**config.mk**
```make
export PLATFORM = sky130hd
export DESIGN_NAME = audio_serial_rx
export DESIGN_NICKNAME = d
export VERILOG_FILES = /design/src/rtl/asr_pkg.sv /design/src/rtl/asr_sync.sv /design/src/rtl/asr_deser.sv /design/src/rtl/asr_zero.sv /design/src/rtl/audio_serial_rx.sv
export SDC_FILE = /design/constraint.sdc
export NUM_CORES = 1
export LEC_CHECK = 0
export BUFFER_PORTS_ARGS = -buffer_cell sky130_fd_sc_hd__buf_2
export CAP_MARGIN = 10
export CORE_ASPECT_RATIO = 0.9
export CORE_MARGIN = 2
export CORE_UTILIZATION = 48
export DETAILED_ROUTE_END_ITERATION = 8
export PLACE_DENSITY = 0.73
export RECOVER_POWER = 25
export SETUP_SLACK_MARGIN = 0.05
export SYNTH_ARGS = -nofsm -noshare
export SYNTH_HDL_FRONTEND = slang
export SYNTH_HIERARCHICAL = 1
export SYNTH_SLANG_ARGS = --single-unit
```
**constraint.sdc**
```tcl
create_clock -name clk -period 3.4 [get_ports clk]
set_input_delay 0.34 -clock clk [delete_from_list [all_inputs] [get_ports clk]]
set_output_delay 0.34 -clock clk [all_outputs]
set_load 0.005 [all_outputs]
```
**src/rtl/asr_pkg.sv**
```systemverilog
package asr_pkg;
  localparam int SAMPLE_W = 20;

  typedef enum logic [1:0] {
    FMT_RJ16 = 2'b00,
    FMT_RJ18 = 2'b01,
    FMT_RJ20 = 2'b10,
    FMT_I2S  = 2'b11
  } fmt_e;

  typedef enum logic [1:0] {
    SYN_INT = 2'b00,
    SYN_32  = 2'b01,
    SYN_48  = 2'b10,
    SYN_64  = 2'b11
  } sync_e;

  // Word length carried by a format code (I2S-style uses the full width).
  function automatic int word_bits(input logic [1:0] fmt);
    case (fmt)
      2'b00:   return 16;
      2'b01:   return 18;
      default: return SAMPLE_W;
    endcase
  endfunction

  // Pairs of frame ratio and format that cannot carry the word.
  function automatic logic fmt_illegal(input logic [1:0] fmt, input logic [1:0] sync);
    return ((sync == SYN_32) && (fmt != FMT_RJ16)) ||
           ((sync == SYN_48) && (fmt == FMT_I2S));
  endfunction

  // Sign-extend the low word_bits(fmt) bits of raw to the full width.
  function automatic logic [SAMPLE_W-1:0] sext_word(input logic [SAMPLE_W-1:0] raw,
                                                     input logic [1:0] fmt);
    int sh;
    logic signed [SAMPLE_W-1:0] t;
    sh = SAMPLE_W - word_bits(fmt);
    t  = signed'(raw << sh);
    return SAMPLE_W'(t >>> sh);
  endfunction
endpackage

```
**src/rtl/asr_sync.sv**
```systemverilog
module asr_sync #(
  parameter int WIDTH  = 3,
  parameter int STAGES = 2
) (
  input  logic             clk,
  input  logic             rst_n,
  input  logic [WIDTH-1:0] d_i,
  output logic [WIDTH-1:0] q_o
);
  logic [WIDTH-1:0] stg_q [STAGES];

  always_ff @(posedge clk or negedge rst_n) begin
    if (!rst_n) begin
      for (int i = 0; i < STAGES; i++) stg_q[i] <= '0;
    end else begin
      stg_q[0] <= d_i;
      for (int i = 1; i < STAGES; i++) stg_q[i] <= stg_q[i-1];
    end
  end

  assign q_o = stg_q[STAGES-1];
endmodule

```
**src/rtl/asr_deser.sv**
```systemverilog
module asr_deser
  import asr_pkg::*;
#(
  parameter int W             = SAMPLE_W,
  parameter int MAX_FRAME_BCK = 128
) (
  input  logic         clk,
  input  logic         rst_n,
  input  logic         bck_s,
  input  logic         lrck_s,
  input  logic         sd_s,
  input  logic [1:0]   fmt_i,
  output logic         word_stb_o,
  output logic         word_ch_o,
  output logic [W-1:0] word_raw_o
);
  localparam int HALF_MAX = MAX_FRAME_BCK / 2;
  localparam int IDX_W    = $clog2(HALF_MAX + 1);
  localparam logic [IDX_W-1:0] IDX_SAT = IDX_W'(HALF_MAX);
  localparam logic [IDX_W-1:0] IDX_TOP = IDX_W'(W);

  logic             bck_q;
  logic             lr_q;
  logic             have_lr_q;
  logic             primed_q;
  logic [W-1:0]     rj_sh_q;
  logic [W-1:0]     i2s_sh_q;
  logic [IDX_W-1:0] bit_idx_q;

  // Named internal events
  logic bck_rise;
  logic lr_edge;
  logic i2s_take;

  assign bck_rise = bck_s & ~bck_q;
  assign lr_edge  = bck_rise & have_lr_q & (lrck_s != lr_q);
  assign i2s_take = (bit_idx_q != '0) && (bit_idx_q <= IDX_TOP);

  always_ff @(posedge clk or negedge rst_n) begin
    if (!rst_n) begin
      bck_q      <= 1'b0;
      lr_q       <= 1'b0;
      have_lr_q  <= 1'b0;
      primed_q   <= 1'b0;
      rj_sh_q    <= '0;
      i2s_sh_q   <= '0;
      bit_idx_q  <= '0;
      word_stb_o <= 1'b0;
      word_ch_o  <= 1'b0;
      word_raw_o <= '0;
    end else begin
      bck_q      <= bck_s;
      word_stb_o <= 1'b0;
      if (bck_rise) begin
        lr_q      <= lrck_s;
        have_lr_q <= 1'b1;
        if (lr_edge) begin
          word_stb_o <= primed_q;
          word_ch_o  <= lr_q;
          word_raw_o <= (fmt_i == FMT_I2S) ? i2s_sh_q : rj_sh_q;
          primed_q   <= 1'b1;
          rj_sh_q    <= {{(W-1){1'b0}}, sd_s};
          i2s_sh_q   <= '0;
          bit_idx_q  <= IDX_W'(1);
        end else begin
          rj_sh_q <= {rj_sh_q[W-2:0], sd_s};
          if (i2s_take) i2s_sh_q <= {i2s_sh_q[W-2:0], sd_s};
          if (bit_idx_q != IDX_SAT) bit_idx_q <= bit_idx_q + 1'b1;
        end
      end
    end
  end


  word_after_rise_chk: assert property (@(posedge clk) disable iff (!rst_n)
    word_stb_o |-> $past(bck_rise));


  rise_single_chk: assert property (@(posedge clk) disable iff (!rst_n)
    bck_rise |=> !bck_rise);
endmodule

```
**src/rtl/asr_zero.sv**
```systemverilog
module asr_zero #(
  parameter int LIMIT = 32768
) (
  input  logic clk,
  input  logic rst_n,
  input  logic en_i,
  input  logic stb_i,
  input  logic is_zero_i,
  output logic flag_o
);
  localparam int CNT_W = $clog2(LIMIT + 1);
  localparam logic [CNT_W-1:0] LIM = CNT_W'(LIMIT);

  logic [CNT_W-1:0] cnt_q;
  logic [CNT_W-1:0] cnt_nx;

  assign cnt_nx = (cnt_q == LIM) ? cnt_q : cnt_q + 1'b1;

  always_ff @(posedge clk or negedge rst_n) begin
    if (!rst_n) begin
      cnt_q  <= '0;
      flag_o <= 1'b0;
    end else if (!en_i) begin
      cnt_q  <= '0;
      flag_o <= 1'b0;
    end else if (stb_i) begin
      if (is_zero_i) begin
        cnt_q  <= cnt_nx;
        flag_o <= (cnt_nx == LIM);
      end else begin
        cnt_q  <= '0;
        flag_o <= 1'b0;
      end
    end
  end


  nonzero_clear_chk: assert property (@(posedge clk) disable iff (!rst_n)
    (en_i && stb_i && !is_zero_i) |=> !flag_o);


  disabled_low_chk: assert property (@(posedge clk) disable iff (!rst_n)
    !en_i |=> !flag_o);


  rise_on_sample_chk: assert property (@(posedge clk) disable iff (!rst_n)
    $rose(flag_o) |-> $past(stb_i && is_zero_i));
endmodule

```
**src/rtl/audio_serial_rx.sv**
```systemverilog
module audio_serial_rx
  import asr_pkg::*;
#(
  parameter int ZERO_LIMIT    = 32768,
  parameter int SYNC_STAGES   = 2,
  parameter int MAX_FRAME_BCK = 128
) (
  input  logic                clk,
  input  logic                rst_n,
  input  logic                bck_in,
  input  logic                lrck_in,
  input  logic                sd_in,
  input  logic [1:0]          cfg_fmt,
  input  logic [1:0]          cfg_sync,
  input  logic                cfg_lr_pol,
  input  logic                cfg_mono,
  input  logic                cfg_chsel,
  output logic [SAMPLE_W-1:0] left_out,
  output logic [SAMPLE_W-1:0] right_out,
  output logic                smp_valid,
  output logic                zero_left,
  output logic                zero_right,
  output logic                fmt_err
);
  localparam int NCH = 2;

  logic [2:0]          sync_q;
  logic                word_stb;
  logic                word_ch;
  logic [SAMPLE_W-1:0] word_raw;

  asr_sync #(.WIDTH(3), .STAGES(SYNC_STAGES)) u_sync (
    .clk   (clk),
    .rst_n (rst_n),
    .d_i   ({bck_in, lrck_in, sd_in}),
    .q_o   (sync_q)
  );

  asr_deser #(.W(SAMPLE_W), .MAX_FRAME_BCK(MAX_FRAME_BCK)) u_deser (
    .clk        (clk),
    .rst_n      (rst_n),
    .bck_s      (sync_q[2]),
    .lrck_s     (sync_q[1]),
    .sd_s       (sync_q[0]),
    .fmt_i      (cfg_fmt),
    .word_stb_o (word_stb),
    .word_ch_o  (word_ch),
    .word_raw_o (word_raw)
  );

  // Named events for the checks
  logic                cap_ok;
  logic                cap_left;
  logic [SAMPLE_W-1:0] cap_val;
  logic                zd_en;

  assign fmt_err  = fmt_illegal(cfg_fmt, cfg_sync);
  assign cap_ok   = word_stb & ~fmt_err;
  assign cap_left = (word_ch == ~cfg_lr_pol);
  assign cap_val  = sext_word(word_raw, cfg_fmt);
  assign zd_en    = ~fmt_err & ~(~cfg_mono & cfg_chsel);

  logic [SAMPLE_W-1:0] left_hold_q;
  logic                have_left_q;

  always_ff @(posedge clk or negedge rst_n) begin
    if (!rst_n) begin
      left_hold_q <= '0;
      have_left_q <= 1'b0;
      left_out    <= '0;
      right_out   <= '0;
      smp_valid   <= 1'b0;
    end else if (fmt_err) begin
      left_hold_q <= '0;
      have_left_q <= 1'b0;
      left_out    <= '0;
      right_out   <= '0;
      smp_valid   <= 1'b0;
    end else begin
      smp_valid <= 1'b0;
      if (cap_ok) begin
        if (cap_left) begin
          left_hold_q <= cap_val;
          have_left_q <= 1'b1;
        end else if (have_left_q) begin
          have_left_q <= 1'b0;
          smp_valid   <= 1'b1;
          if (cfg_mono && !cfg_chsel) begin
            left_out  <= left_hold_q;
            right_out <= left_hold_q;
          end else if (cfg_mono) begin
            left_out  <= cap_val;
            right_out <= cap_val;
          end else begin
            left_out  <= left_hold_q;
            right_out <= cap_val;
          end
        end
      end
    end
  end

  logic [NCH-1:0] zflag;

  for (genvar ch = 0; ch < NCH; ch++) begin : g_zero
    logic ch_stb;
    assign ch_stb = cap_ok & (cap_left == (ch == 0));
    asr_zero #(.LIMIT(ZERO_LIMIT)) u_zero (
      .clk       (clk),
      .rst_n     (rst_n),
      .en_i      (zd_en),
      .stb_i     (ch_stb),
      .is_zero_i (cap_val == '0),
      .flag_o    (zflag[ch])
    );
  end

  assign zero_left  = zflag[0];
  assign zero_right = zflag[1];


  err_hold_chk: assert property (@(posedge clk) disable iff (!rst_n)
    fmt_err |=> (left_out == '0 && right_out == '0 && !smp_valid));


  valid_pulse_chk: assert property (@(posedge clk) disable iff (!rst_n)
    smp_valid |=> !smp_valid);


  mono_dup_chk: assert property (@(posedge clk) disable iff (!rst_n)
    (smp_valid && $past(cfg_mono)) |-> (left_out == right_out));


  valid_after_word_chk: assert property (@(posedge clk) disable iff (!rst_n)
    smp_valid |-> $past(word_stb));
endmodule

```
* Word level (Yosys, flattened, before mapping) *
Cells that the tools add are included.

cells by class
  add/subtract/negate cells = 4
  $lt $le $gt $ge = 1
  equality and inequality tests = 14
  shifts and indexed selects = 2
  mux-type cells = 44
  bitwise operators = 14
  reductions and logical operators = 20

operator list
  operator               number
  $mux 20                18
  $mux 16                8
  $eq 16x16->1 const B   4
  $add 16x1->16 const B  2
  $shl 20x32->20         1
  $sshr 20x32->20        1
  $sub 6x32->32 const A  1
  $logic_not 20->1       1
  $mux 1                 15
  $mux 7                 2
  $reduce_bool 2->1      6
  $and 1x1->1            8
  $reduce_and 2->1       4
  $add 7x1->7 const B    1
  $le 7x5->1 const B     1
  $ne 7x7->1 const B     1
  $reduce_bool 7->1      1
  $ne 2x2->1 const B     3
  $not 1->1              6
  $pmux 3 s2             1
  $eq 2x1->1 const B     2
  $eq 2x2->1 const B     2
  $logic_and 1x1->1      4
  $reduce_and 3->1       1
  5 further kinds        5

word-level totals
  flip-flop bits (word level) = 175
  bits of input ports = 12
  output and inout port bits = 44
  logic and storage cells = 120

* Logic depth before layout (Yosys ltp) *
Gate-level depths: netlist of run 1.

  depth in word-level cells = 11
  depth in mapped cells = 12
  mapped depth without buffers = 9

* By module *
Netlist of run 1, hierarchy kept.

modules (own cells, without submodules)
  module           instances  cells each  area each (um^2)  seq. area each (um^2)
  audio_serial_rx  1          331         3164.3            1551.5
  asr_deser        1          302         3121.7            1826.8
  asr_zero         2          155         1366.3            425.4
  asr_sync         1          9           172.7             150.1

* Worst setup path after synthesis of run 1 *
OpenSTA, ideal clock, no wires.

  path type = in2reg
  from = input cfg_fmt[1]
  to = register g_zero[0].u_zero.flag_o
  setup time = 0.092 ns
  data arrival time = 2.496 ns
  required time = 3.308 ns
  slack = 0.812 ns
  cell stages on the path = 12
  path buffers = 3
  cell sequence = buf_6 > and3b_1 > o21ai_1 > a21bo_2 > buf_6 > buf_6 > a21oi_1 > nand3_2 > a211o_1 > nor4_2 > o2111ai_1 > o31ai_2

between the ends
  elaborated cells between the ends (all ways) = 20
  those cells by class = add/sub: 1; eq/ne: 3; shift: 2; mux: 4; bitwise: 4; reduce/logical: 6

RTL lines
  element                                                line                          source
  from (decl)                                            audio_serial_rx.sv:13         input logic [1:0] cfg_fmt,
  $eq 2x2->1 or $reduce_bool 2->1 (tied branches)        asr_pkg.sv:30, asr_pkg.sv:29
  $logic_and 1x1->1 (on tied branches)                   asr_pkg.sv:30, asr_pkg.sv:29
  $logic_or 1x1->1 (*)                                   asr_pkg.sv:29                 return ((sync == SYN_32) && (fmt != FMT_RJ16)) ||
  net fmt_err                                            audio_serial_rx.sv:23         output logic fmt_err
  $not 1->1 (*)                                          audio_serial_rx.sv:61         assign zd_en = ~fmt_err & ~(~cfg_mono & cfg_chsel);
  $and 1x1->1 (*)                                        audio_serial_rx.sv:61
  net zd_en                                              audio_serial_rx.sv:55         logic zd_en;
  $ne 2x2->1 (no source line) or $mux 1 (tied branches)  --
  to (signal assigned)                                   asr_zero.sv:29                flag_o <= (cnt_nx == LIM);
  to (decl)                                              asr_zero.sv:9                 output logic flag_o

Mark *: on every way through the listed nets, which the timed path passes. The rest lies on a longest branch. The select of a mux whose other input is x is not followed.
A chain may end at the register's enable or synchronous reset.

* Worst setup path in the final report of run 1 *
  from = register u_deser.word_raw_o[15]
  to = register g_zero[1].u_zero.flag_o

between the ends
  longest elaborated chain between the ends = 6

RTL lines
  element                 line                    source
  from (decl)             asr_deser.sv:15         output logic [W-1:0] word_raw_o
  from (signal assigned)  asr_deser.sv:60         word_raw_o <= (fmt_i == FMT_I2S) ? i2s_sh_q : rj_sh_q;
  $shl 20x32->20          asr_pkg.sv:39           t = signed'(raw << sh);
  $sshr 20x32->20         asr_pkg.sv:40           return SAMPLE_W'(t >>> sh);
  $logic_not 20->1        audio_serial_rx.sv:113  .is_zero_i (cap_val == '0),
  $mux 1                  asr_zero.sv:27          if (is_zero_i) begin
  $mux 1                  asr_zero.sv:26          end else if (stb_i) begin
  $mux 1                  asr_zero.sv:23          end else if (!en_i) begin
  to (signal assigned)    asr_zero.sv:29
  to (decl)               asr_zero.sv:9

No other way between the ends. The select of a mux whose other input is x is not followed.

==> run_results.csv, run 1 <==
group,metric,value,unit
clock_tree,cts.path.max_buffers,2,
timing,fin_crit_sh,0.7994,
yosys,synth_edf_count,0,
route,dr.pass1.iters,5,
yosys,synth_warnings,6,
critical_path,rrSetupSlack,0.68,ns
yosys,synth.area.mux_share,0.06766,
place,dpl_cell_area,9359,µm²
yosys,yosys.area_share.simple,0.2164,
yosys,synth_top_family_by_area,"simple AND/OR/NAND/NOR gates",
final_layout,fin_cells,1220,
route,post-route-drc-count,0,
final_layout,final_core_util,0.5372,
timing,worst_slew_pin_slew,1.914,ns
yosys,netlist_top_cells_area,"dfrtp_1 (48%), nand2_1 (7.3%), mux2i_1 (6.6%)",
grt,grt_start_max_net_pins,73,
power_and_ir_drop,irDropWorstVdd,0.3479,mV
final_layout,final_area,9983,µm²
power_and_ir_drop,power.total,4.932,mW
route,via_count,6889,
grt,antenna_found_initial,0,
yosys,synth_area,9191,µm²
timing,fmax,0.3679,GHz
flow_run,cap_viol_max_count,1,
final_layout,final_layout_size_suffix_gt1_frac,0.1456,
floorplanning,die-width,149.9,µm
place,preCtsSetupSlack,0.6018,ns
timing,finalSetupTns,0,ns
critical_path,arrival,3.06,ns
final_layout,regArea,4379,µm²
floorplanning,io_pins,56,
yosys,yosysTopAreaCell,"dfrtp_1",
place,gp_congestion,0.8449,
grt,grt_pass1_vias,6676,
status,violations,"capacitance limit, slew limit",
yosys,syn_nets,970,
timing,slew-limit-headroom,-0.2759,
final_layout,fin_nets,980,
route,viasPerCell,5.647,
yosys,synth_xor_area_frac,0.02273,
grt,overflow,0,
yosys,synthArstFlopShare,1.000,
floorplanning,fp.dieH,135.3,µm
clock_tree,post_cts_buffers,0,
yosys,yosysUniqueCellTypes,59,
clock_tree,cts_made_buffers,17,
power_and_ir_drop,p_per_area,494.0,nW/µm²
status,run_status,"finished, violations left",
timing,whs,0.01923,ns
clock_tree,clk_latency,0.43,ns
critical_path,end_kind,"flop",
clock_tree,cts_tree,"built",
timing,final.setup_skew,0.01286,ns
yosys,synth_top_area_share,0.4764,
place,dp_hpwl,12870,µm
critical_path,critical_path_class,"flop to flop",
yosys,synthFlopType,"dfrtp_1",
yosys,synth_seq_cells,175,
critical_path,start_kind,"flop",
place,dpl.cell_count,1185,
clock_tree,cts_resized,0,
timing,rsz0062_at_grt,"no",
timing,final-setup-viol-count,0,
critical_path,required,3.74,ns
route,routedWlPerCell,16.25,µm
final_layout,multiInputGateArea,4203,µm²
timing,finalCriticalPeriod,2.718,ns
floorplanning,die_area,20270,µm²
yosys,synth_cells,952,
clock_tree,cts_root_buf,"clkbuf_16",
final_layout,num-fill-cells,1698,
final_layout,n_antenna_cell,0,
clock_tree,ctsHtreeMaxLevel,4,
floorplanning,start_util,0.4946,
route,wirelength,19820,µm
yosys,ys_seq_area_frac,0.4764,
clock_tree,numClockSinks,175,
grt,grt_pass1_wl,34190,µm
clock_tree,clkTransAtPathRegs,0.07,ns
critical_path,cp_max_fo,7,
route,postRouteAntennaNets,0,
final_layout,area_growth,8.617,%
timing,hold_viol_final,0,
min_path,hold_class,"primary input to flop",
place,port_buffers,55,
floorplanning,rows,47,
route,drtIter0Drc,679,
yosys,synth_compound_area_frac,0.1410,
floorplanning,coreArea,18580,µm²
timing,report.final.slew_viol_count,72,
timing,postLayoutSetupSlackWorst,0.6820,ns
grt,grtUsageTotal,0.2096,
power_and_ir_drop,power.leakage,4.456,nW
yosys,avgSynthCellArea,9.655,µm²
yosys,synth_fa_ha_area_frac,0.008168,
cells in the mapped netlist, types with 10 or more instances:
| cell | instances |
|---|---|
| nor2_1 | 75 |
| mux2i_1 | 61 |
| xnor2_1 | 12 |
| nor4_1 | 11 |
| o21ai_0 | 48 |
| o21ai_1 | 43 |
| nand3_1 | 33 |
| buf_6 | 19 |
| nor3_1 | 15 |
| a211oi_2 | 12 |
| nand2_1 | 179 |
| xor2_1 | 10 |
| a311oi_1 | 18 |
| dfrtp_1 | 175 |
| buf_4 | 10 |
| and3_1 | 14 |
| clkbuf_1 | 36 |
| a21oi_1 | 30 |
| buf_2 | 13 |
| inv_1 | 13 |
layout make-up:
cell class	count	area share
Sequential cell	175	0.4387
Multi-Input combinational cell	680	0.4210
Clock buffer	21	0.04813
Timing Repair Buffer	75	0.04374
Tap cell	245	0.03071
Clock inverter	11	0.01291
Inverter	13	0.004888
sequential cells by signal, summed over array words and instances, names as in the netlist:
signal,cells
u_deser/rj_sh_q,20
u_deser/i2s_sh_q,20
u_deser/word_stb_o,1
u_deser/word_ch_o,1
left_hold_q,20
have_left_q,1
u_sync/q_o,3
smp_valid,1
u_deser/bit_idx_q,7
left_out,20
u_deser/bck_q,1
u_deser/have_lr_q,1
g_zero.u_zero/cnt_q,32
u_deser/primed_q,1
u_deser/lr_q,1
u_sync/stg_q,3
u_deser/word_raw_o,20
right_out,20
g_zero.u_zero/flag_o,2
cell families (layout without fill, tap and decap cells):
kind of cell,count (synthesis),in the layout
adder cells (fa/ha/maj),6,6
XOR/XNOR,23,23
buffers and inverters,97,120
multiplexers,62,62
AND/OR/NAND/NOR,392,392
AO/OA/AOI/OAI,197,197
flip-flops,175,175
what timing repair did:
item,in CTS,in global routing
endpoints found under the setup margin,0,0
endpoints found under the hold margin,69,2
hold buffers,1,2
where the power goes:
group          internal [mW]  switching, mW
combinational          0.215          0.345
clock                   1.17          0.831
sequential              2.23          0.148
path summary, 6_finish.rpt:
check	start	depth (start not counted)	to
setup / recovery	u_deser/word_raw_o[15]	9	g_zero[1].u_zero/flag_o
max in group asynchronous	rst_n	3	left_out[15]
hold reg to reg	u_sync/stg_q[3]	0	u_sync/q_o[0]
min in group asynchronous	rst_n	2	u_sync/stg_q[4]
setup reg to reg	u_deser/word_raw_o[15]	9	g_zero[1].u_zero/flag_o
hold / removal	sd_in	1	u_sync/stg_q[3]
worst max-delay path: stages, from the launching register on:
cell       delay [ns]
dfrtp_1          0.44
mux2_2           0.30
mux2i_1          0.26
nand4_1          0.15
nor3_1           0.50
nand3_2          0.16
a211o_1          0.27
nor4_2           0.22
o2111ai_1        0.16
o31ai_2          0.19
routing by layer:
layer / up-vias / share of wire / GRT usage
met5: - / 0 / 0
met4: 0 / 0.0086 / 0.05031
met3: 13 / 0.054 / 0.04377
met2: 185 / 0.45 / 0.3128
met1: 3348 / 0.49 / 0.3133
li1: 3343 / - / -
cell usage in the layout (no fill, tap or decap), drive strengths merged, types with 8 or more instances in the layout:
cell type    n
mux2i       61
o21ai       91
nand3       39
and3        16
nor2b        9
nand4       12
nor2        75
a211oi      17
nor4        17
nand2b       9
xor2        10
a311oi      18
buf         64
nand2      179
a21oi       30
o31ai        8
xnor2       13
inv         16
clkbuf      29
nor3        17
dfrtp      175
(Power assumes the default switching activity.)
==> inputs of run 2 (changes only) <==
Settings changed: PLACE_DENSITY 0.73 to 0.76.
Clock period 3.4 ns to 2.2 ns, I/O delays scaled along.
==> run 2 against run 1 <==
  * The flow finishes with violations (setup timing)
  * Worst hold slack better by 0.16 ns
  * First-iteration DRC count grew 0.15%
  * Setup slack worse by 0.82 ns
  * Via count rose by 3.5%
==> run_results.csv, run 2 (synthesized netlist as in run 1, its figures left out) <==
group,metric,value,unit
status,run_status,"finished, violations left",
status,violations,"setup timing",
power_and_ir_drop,p_per_area,746.4,nW/µm²
grt,grt_start_max_net_pins,77,
route,via_count,7133,
floorplanning,die-width,149.9,µm
place,dp_hpwl,13100,µm
final_layout,area_growth,13.16,%
final_layout,top_register,"g_zero.u_zero/cnt_q",
place,dpl_cell_area,9692,µm²
route,drtIter0Drc,680,
timing,whs,0.1750,ns
grt,antenna_found_initial,0,
route,routedWlPerCell,16.03,µm
clock_tree,ctsHtreeMaxLevel,4,
timing,finalSetupTns,-0.2545,ns
place,gp_congestion,0.9005,
critical_path,end_kind,"flop",
route,dr.pass1.iters,5,
grt,grtUsageTotal,0.2090,
critical_path,reg2regPathDepth,9,
timing,finalCriticalPeriod,2.339,ns
final_layout,final_layout_size_suffix_gt1_frac,0.1947,
floorplanning,rows,47,
route,viasPerCell,5.652,
grt,grt_pass1_vias,6834,
clock_tree,cts_tree,"built",
floorplanning,fp.dieH,135.3,µm
timing,fin_crit_sh,1.063,
power_and_ir_drop,power.leakage,4.723,nW
min_path,hold_class,"primary input to flop",
floorplanning,die_area,20270,µm²
timing,final.setup_skew,0.01064,ns
min_path,whs_path_depth,3,
timing,slew-limit-headroom,0.1311,
clock_tree,cts_made_buffers,17,
critical_path,crit_chain,"mux2_4, mux2i_4, nand4_1, nor3_4, nand3_2, a211o_1, nor4_2, o2111ai_1, o31ai_2",
final_layout,largest_reg_flops,32,
clock_tree,clk_latency,0.44,ns
critical_path,crit_slowest_cell,"dfrtp_1",
critical_path,rrSetupSlack,-0.14,ns
final_layout,final_area,10400,µm²
final_layout,fin_nets,1022,
clock_tree,clkTransAtPathRegs,0.07,ns
critical_path,critical_path_depth,9,
critical_path,crit_family,"simple AND/OR/NAND/NOR gates",
timing,report.final.slew_viol_count,0,
power_and_ir_drop,irDropWorstVdd,0.5415,mV
timing,rsz0062_at_grt,"yes",
floorplanning,start_util,0.4946,
critical_path,critical_path_class,"flop to flop",
place,port_buffers,55,
final_layout,n_antenna_cell,0,
floorplanning,io_pins,56,
final_layout,layout_commonest_cell,"nand2_1",
clock_tree,cts_root_buf,"clkbuf_16",
critical_path,crit_buf_inv,0,
critical_path,start_kind,"flop",
route,postRouteAntennaNets,0,
final_layout,mostFrequentLayoutCells,"nand2_1 (179), dfrtp_1 (175), nor2_1 (75), mux2i_1 (59)",
floorplanning,coreArea,18580,µm²
flow_run,cap_viol_max_count,0,
clock_tree,numClockSinks,175,
timing,worst_slew_pin_slew,1.303,ns
grt,overflow,0,
timing,postLayoutSetupSlackWorst,-0.1387,ns
timing,fmax,0.4276,GHz
critical_path,arrival,2.70,ns
route,post-route-drc-count,0,
timing,hold_viol_final,0,
critical_path,slowest_delay,0.38,ns
grt,grt_pass1_wl,34020,µm
critical_path,cp_max_fo,4,
route,wirelength,20230,µm
critical_path,required,2.56,ns
timing,final-setup-viol-count,2,
clock_tree,cts.path.max_buffers,2,
==> run 2: cell types whose count changed in the layout (fill, tap and decap cells not counted), sizes merged <==
cell / before / now
dlygate4sd3: 3 / 4
clkinv: 1 / 5
buf: 64 / 112
clkinvlp: 5 / 2
clkbuf: 29 / 20
inv: 16 / 17
==> run 2: stage by stage <==
step | utilization | power, mW | worst slack (ns) | instances
floorplan | - | 4.310 | -0.1061 | 952
global placement | 0.5215 | 4.669 | -0.1664 | 1220
detailed placement | 0.5215 | 4.706 | -0.2190 | 1220
CTS | 0.5595 | 7.810 | -0.1025 | 1262
global route | 0.5597 | 8.119 | -0.2798 | 1262
finish | 0.5597 | 7.763 | -0.1387 | 1262
==> run 2: repair_timing <==
action	4_1_cts	5_1_grt
hold endpoints to repair	50	0
resized for setup	4	9
setup buffers	8	1
pin swaps	4	3
hold buffers	4	0
setup endpoints to repair	12	23
==> run 2: worst reg2reg max path, delay by kind of cell, from the launching register on <==
family,cells,cell delay [ns]
AO/OA/AOI/OAI,3,0.60
flip-flops,1,0.38
multiplexers,2,0.49
AND/OR/NAND/NOR,4,0.81
==> run 2: path summary, 6_finish.rpt <==
path / to / startpoint
hold / removal: left_out[1] / cfg_mono
hold reg to reg: u_sync/q_o[2] / u_sync/stg_q[5]
max in group asynchronous: left_hold_q[6] / rst_n
setup / recovery: g_zero[1].u_zero/flag_o / u_deser/word_raw_o[15]
setup reg to reg: g_zero[1].u_zero/flag_o / u_deser/word_raw_o[15]
min in group asynchronous: u_deser/bit_idx_q[1] / rst_n
==> run 2: cell type report <==
| class | instances | area [µm²] |
|---|---|---|
| inverter | 13 | 48.80 |
| multi-input combinational | 680 | 4265 |
| sequential | 175 | 4379 |
| tap | 245 | 306.5 |
| timing repair buffer | 117 | 795.8 |
| clock inverter | 13 | 152.6 |
| clock buffer | 19 | 452.9 |
| fill | 1597 | 8182 |
==> run 2: per-layer routing <==
| layer | GRT usage | vias up | part of all wire |
|---|---|---|---|
| met5 | 0 | - | 0 |
| met3 | 0.04343 | 22 | 0.051 |
| met2 | 0.3179 | 173 | 0.46 |
| met4 | 0.06132 | 0 | 0.012 |
| met1 | 0.3030 | 3497 | 0.48 |
| li1 | - | 3441 | - |
==> run 2: power breakdown <==
group	total [mW]	leakage [nW]	switching [mW]	internal [mW]
Combinational	1.07	2.04	0.637	0.434
Clock	3.09	0.292	1.33	1.76
Sequential	3.60	2.39	0.165	3.44
Total	7.76	4.72	2.13	5.63
==> inputs of run 3 (changes only) <==
Settings changed: CORE_UTILIZATION 48 to 55, PLACE_DENSITY 0.76 to 0.84, TNS_END_PERCENT set to 5.
==> run 3 against run 2 <==
  * The flow finishes with violations (capacitance limit, slew limit, setup timing)
  * Die area shrank 12%
  * First-iteration DRC count shrank 14%
  * Cell area shrank 0.87%
  * Final cell count shrank 2.9%
  * Fmax shrank 1.1%
  * Clock skew grew 0.0030 ns
  * Sequential power is essentially flat
  * Wire length grew 0.41%
  * Global-route usage grew 2.9 points
  * Critical endpoint is now g_zero[0].u_zero/flag_o
  * Largest cell class unchanged
==> run_results.csv, run 3 (synthesized netlist as in run 1, its figures left out) <==
group,metric,value,unit
status,run_status,"finished, violations left",
status,violations,"capacitance limit, slew limit, setup timing",
grt,grtUsageTotal,0.2378,
clock_tree,ctsHtreeMaxLevel,4,
route,dr.pass1.iters,6,
critical_path,arrival,2.70,ns
route,viasPerCell,5.914,
critical_path,slowest_delay,0.40,ns
critical_path,critical_path_class,"flop to flop",
place,dpl_cell_area,9684,µm²
min_path,min_from,"cfg_mono",
final_layout,fin_cells,1225,
critical_path,required,2.54,ns
timing,final-setup-viol-count,2,
timing,report.final.slew_viol_count,59,
place,port_buffers,55,
power_and_ir_drop,power.total,7.685,mW
route,postRouteAntennaNets,0,
place,dpl.cell_count,1189,
critical_path,reg2regPathDepth,9,
timing,slew-limit-headroom,-0.02885,
timing,whs,0.1733,ns
timing,worst_slew_pin_slew,1.543,ns
grt,antenna_found_initial,0,
timing,rsz0062_at_grt,"yes",
clock_tree,cts_root_buf,"clkbuf_16",
place,gp_congestion,0.8664,
floorplanning,die-width,140.3,µm
final_layout,fin_nets,1023,
timing,hold_viol_final,0,
critical_path,start_kind,"flop",
route,wirelength,20320,µm
flow_run,cap_viol_max_count,1,
critical_path,r2r-start,"u_deser/word_raw_o[15]",
min_path,hold_class,"primary input to flop",
route,drtIter0Drc,587,
timing,fmax,0.4230,GHz
critical_path,crit_slowest_cell,"dfrtp_1",
clock_tree,cts_tree,"built",
clock_tree,cts_made_buffers,17,
floorplanning,coreArea,16240,µm²
final_layout,layout_commonest_cell,"nand2_1",
clock_tree,clkTransAtPathRegs,0.07,ns
critical_path,crit_chain,"mux2_4, mux2i_2, nand4_1, nor3_4, nand3_2, a211o_1, nor4_2, o2111ai_1, o31ai_2",
timing,fin_crit_sh,1.074,
power_and_ir_drop,p_per_area,745.3,nW/µm²
critical_path,end_kind,"flop",
place,dp_hpwl,13210,µm
floorplanning,fp.dieH,126.6,µm
clock_tree,clk_latency,0.44,ns
grt,grt_pass1_wl,34120,µm
floorplanning,start_util,0.5659,
critical_path,cp_max_fo,4,
route,via_count,7245,
final_layout,final_area,10310,µm²
timing,postLayoutSetupSlackWorst,-0.1638,ns
floorplanning,die_area,17760,µm²
power_and_ir_drop,power.leakage,4.708,nW
grt,grt_start_max_net_pins,77,
final_layout,final_layout_size_suffix_gt1_frac,0.1945,
grt,overflow,0,
final_layout,n_antenna_cell,0,
grt,grt_pass1_vias,7038,
critical_path,rrSetupSlack,-0.16,ns
critical_path,r2r_end,"g_zero[0].u_zero/flag_o",
final_layout,area_growth,12.18,%
min_path,holdPathEnd,"left_out[1]",
route,post-route-drc-count,0,
timing,final.setup_skew,0.01362,ns
final_layout,largest_reg_flops,32,
route,routedWlPerCell,16.58,µm
timing,finalSetupTns,-0.3189,ns
timing,finalCriticalPeriod,2.364,ns
power_and_ir_drop,irDropWorstVdd,0.5755,mV
final_layout,top_register,"g_zero.u_zero/cnt_q",
min_path,whs_path_depth,3,
final_layout,mostFrequentLayoutCells,"nand2_1 (179), dfrtp_1 (175), nor2_1 (75), mux2i_1 (59), buf_4 (55)",
floorplanning,io_pins,56,
clock_tree,numClockSinks,175,
clock_tree,post_cts_buffers,0,
clock_tree,cts.path.max_buffers,2,
floorplanning,rows,44,
## run 3: critical path, delay by kind of cell, from the launching register on
kind | cells | cell delay [ns]
compound gates | 3 | 0.62
flops | 1 | 0.40
mux | 2 | 0.47
simple gates | 4 | 0.78
## run 3: worst max path at each step
stage | from | endpoint | slack [ns] | depth (start not counted)
finish | u_deser/word_raw_o[15] | g_zero[0].u_zero/flag_o | -0.16 | 9
global route | u_deser/word_raw_o[15] | g_zero[0].u_zero/flag_o | -0.31 | 9
CTS | u_deser/word_raw_o[15] | g_zero[0].u_zero/flag_o | -0.17 | 9
detailed placement | cfg_fmt[0] | g_zero[0].u_zero/flag_o | -0.23 | 10
global placement | cfg_fmt[0] | g_zero[1].u_zero/flag_o | -0.13 | 10
floorplan | u_deser/word_raw_o[15] | g_zero[0].u_zero/flag_o | -0.11 | 9
## run 3: stage by stage
| stage | setup slack, ns | utilization |
|---|---|---|
| floorplan | -0.1061 | - |
| global placement | -0.1344 | 0.5963 |
| detailed placement | -0.2328 | 0.5963 |
| CTS | -0.1667 | 0.6356 |
| global route | -0.3060 | 0.6349 |
| finish | -0.1638 | 0.6349 |
## run 3: routing by layer
layer	GRT usage	wire [µm]	vias to the layer above
met5	0	0	-
met4	0.08140	339	0
met3	0.05134	1177	29
met2	0.3777	9705	253
met1	0.3272	9094	3530
li1	-	-	3433
## run 3: power breakdown
group	internal (mW)	total, mW	switching [mW]
sequential	3.44	3.60	0.164
clock	1.63	3.01	1.38
combinational	0.434	1.07	0.639
## run 3: repair_timing
action | CTS | global route
pin swaps | 1 | 2
hold buffers | 4 | 0
gates resized for setup | 4 | 2
endpoints found under the setup margin | 11 | 18
endpoints found under the hold margin | 56 | 0
## run 3: cell type report
cell class	instances	area [µm²]
tap	207	259.0
timing repair buffer	118	793.3
sequential	175	4379
multi-input combinational	680	4245
clock inverter	14	146.4
clock buffer	18	439.2
inverter	13	48.80
fill	1247	5929
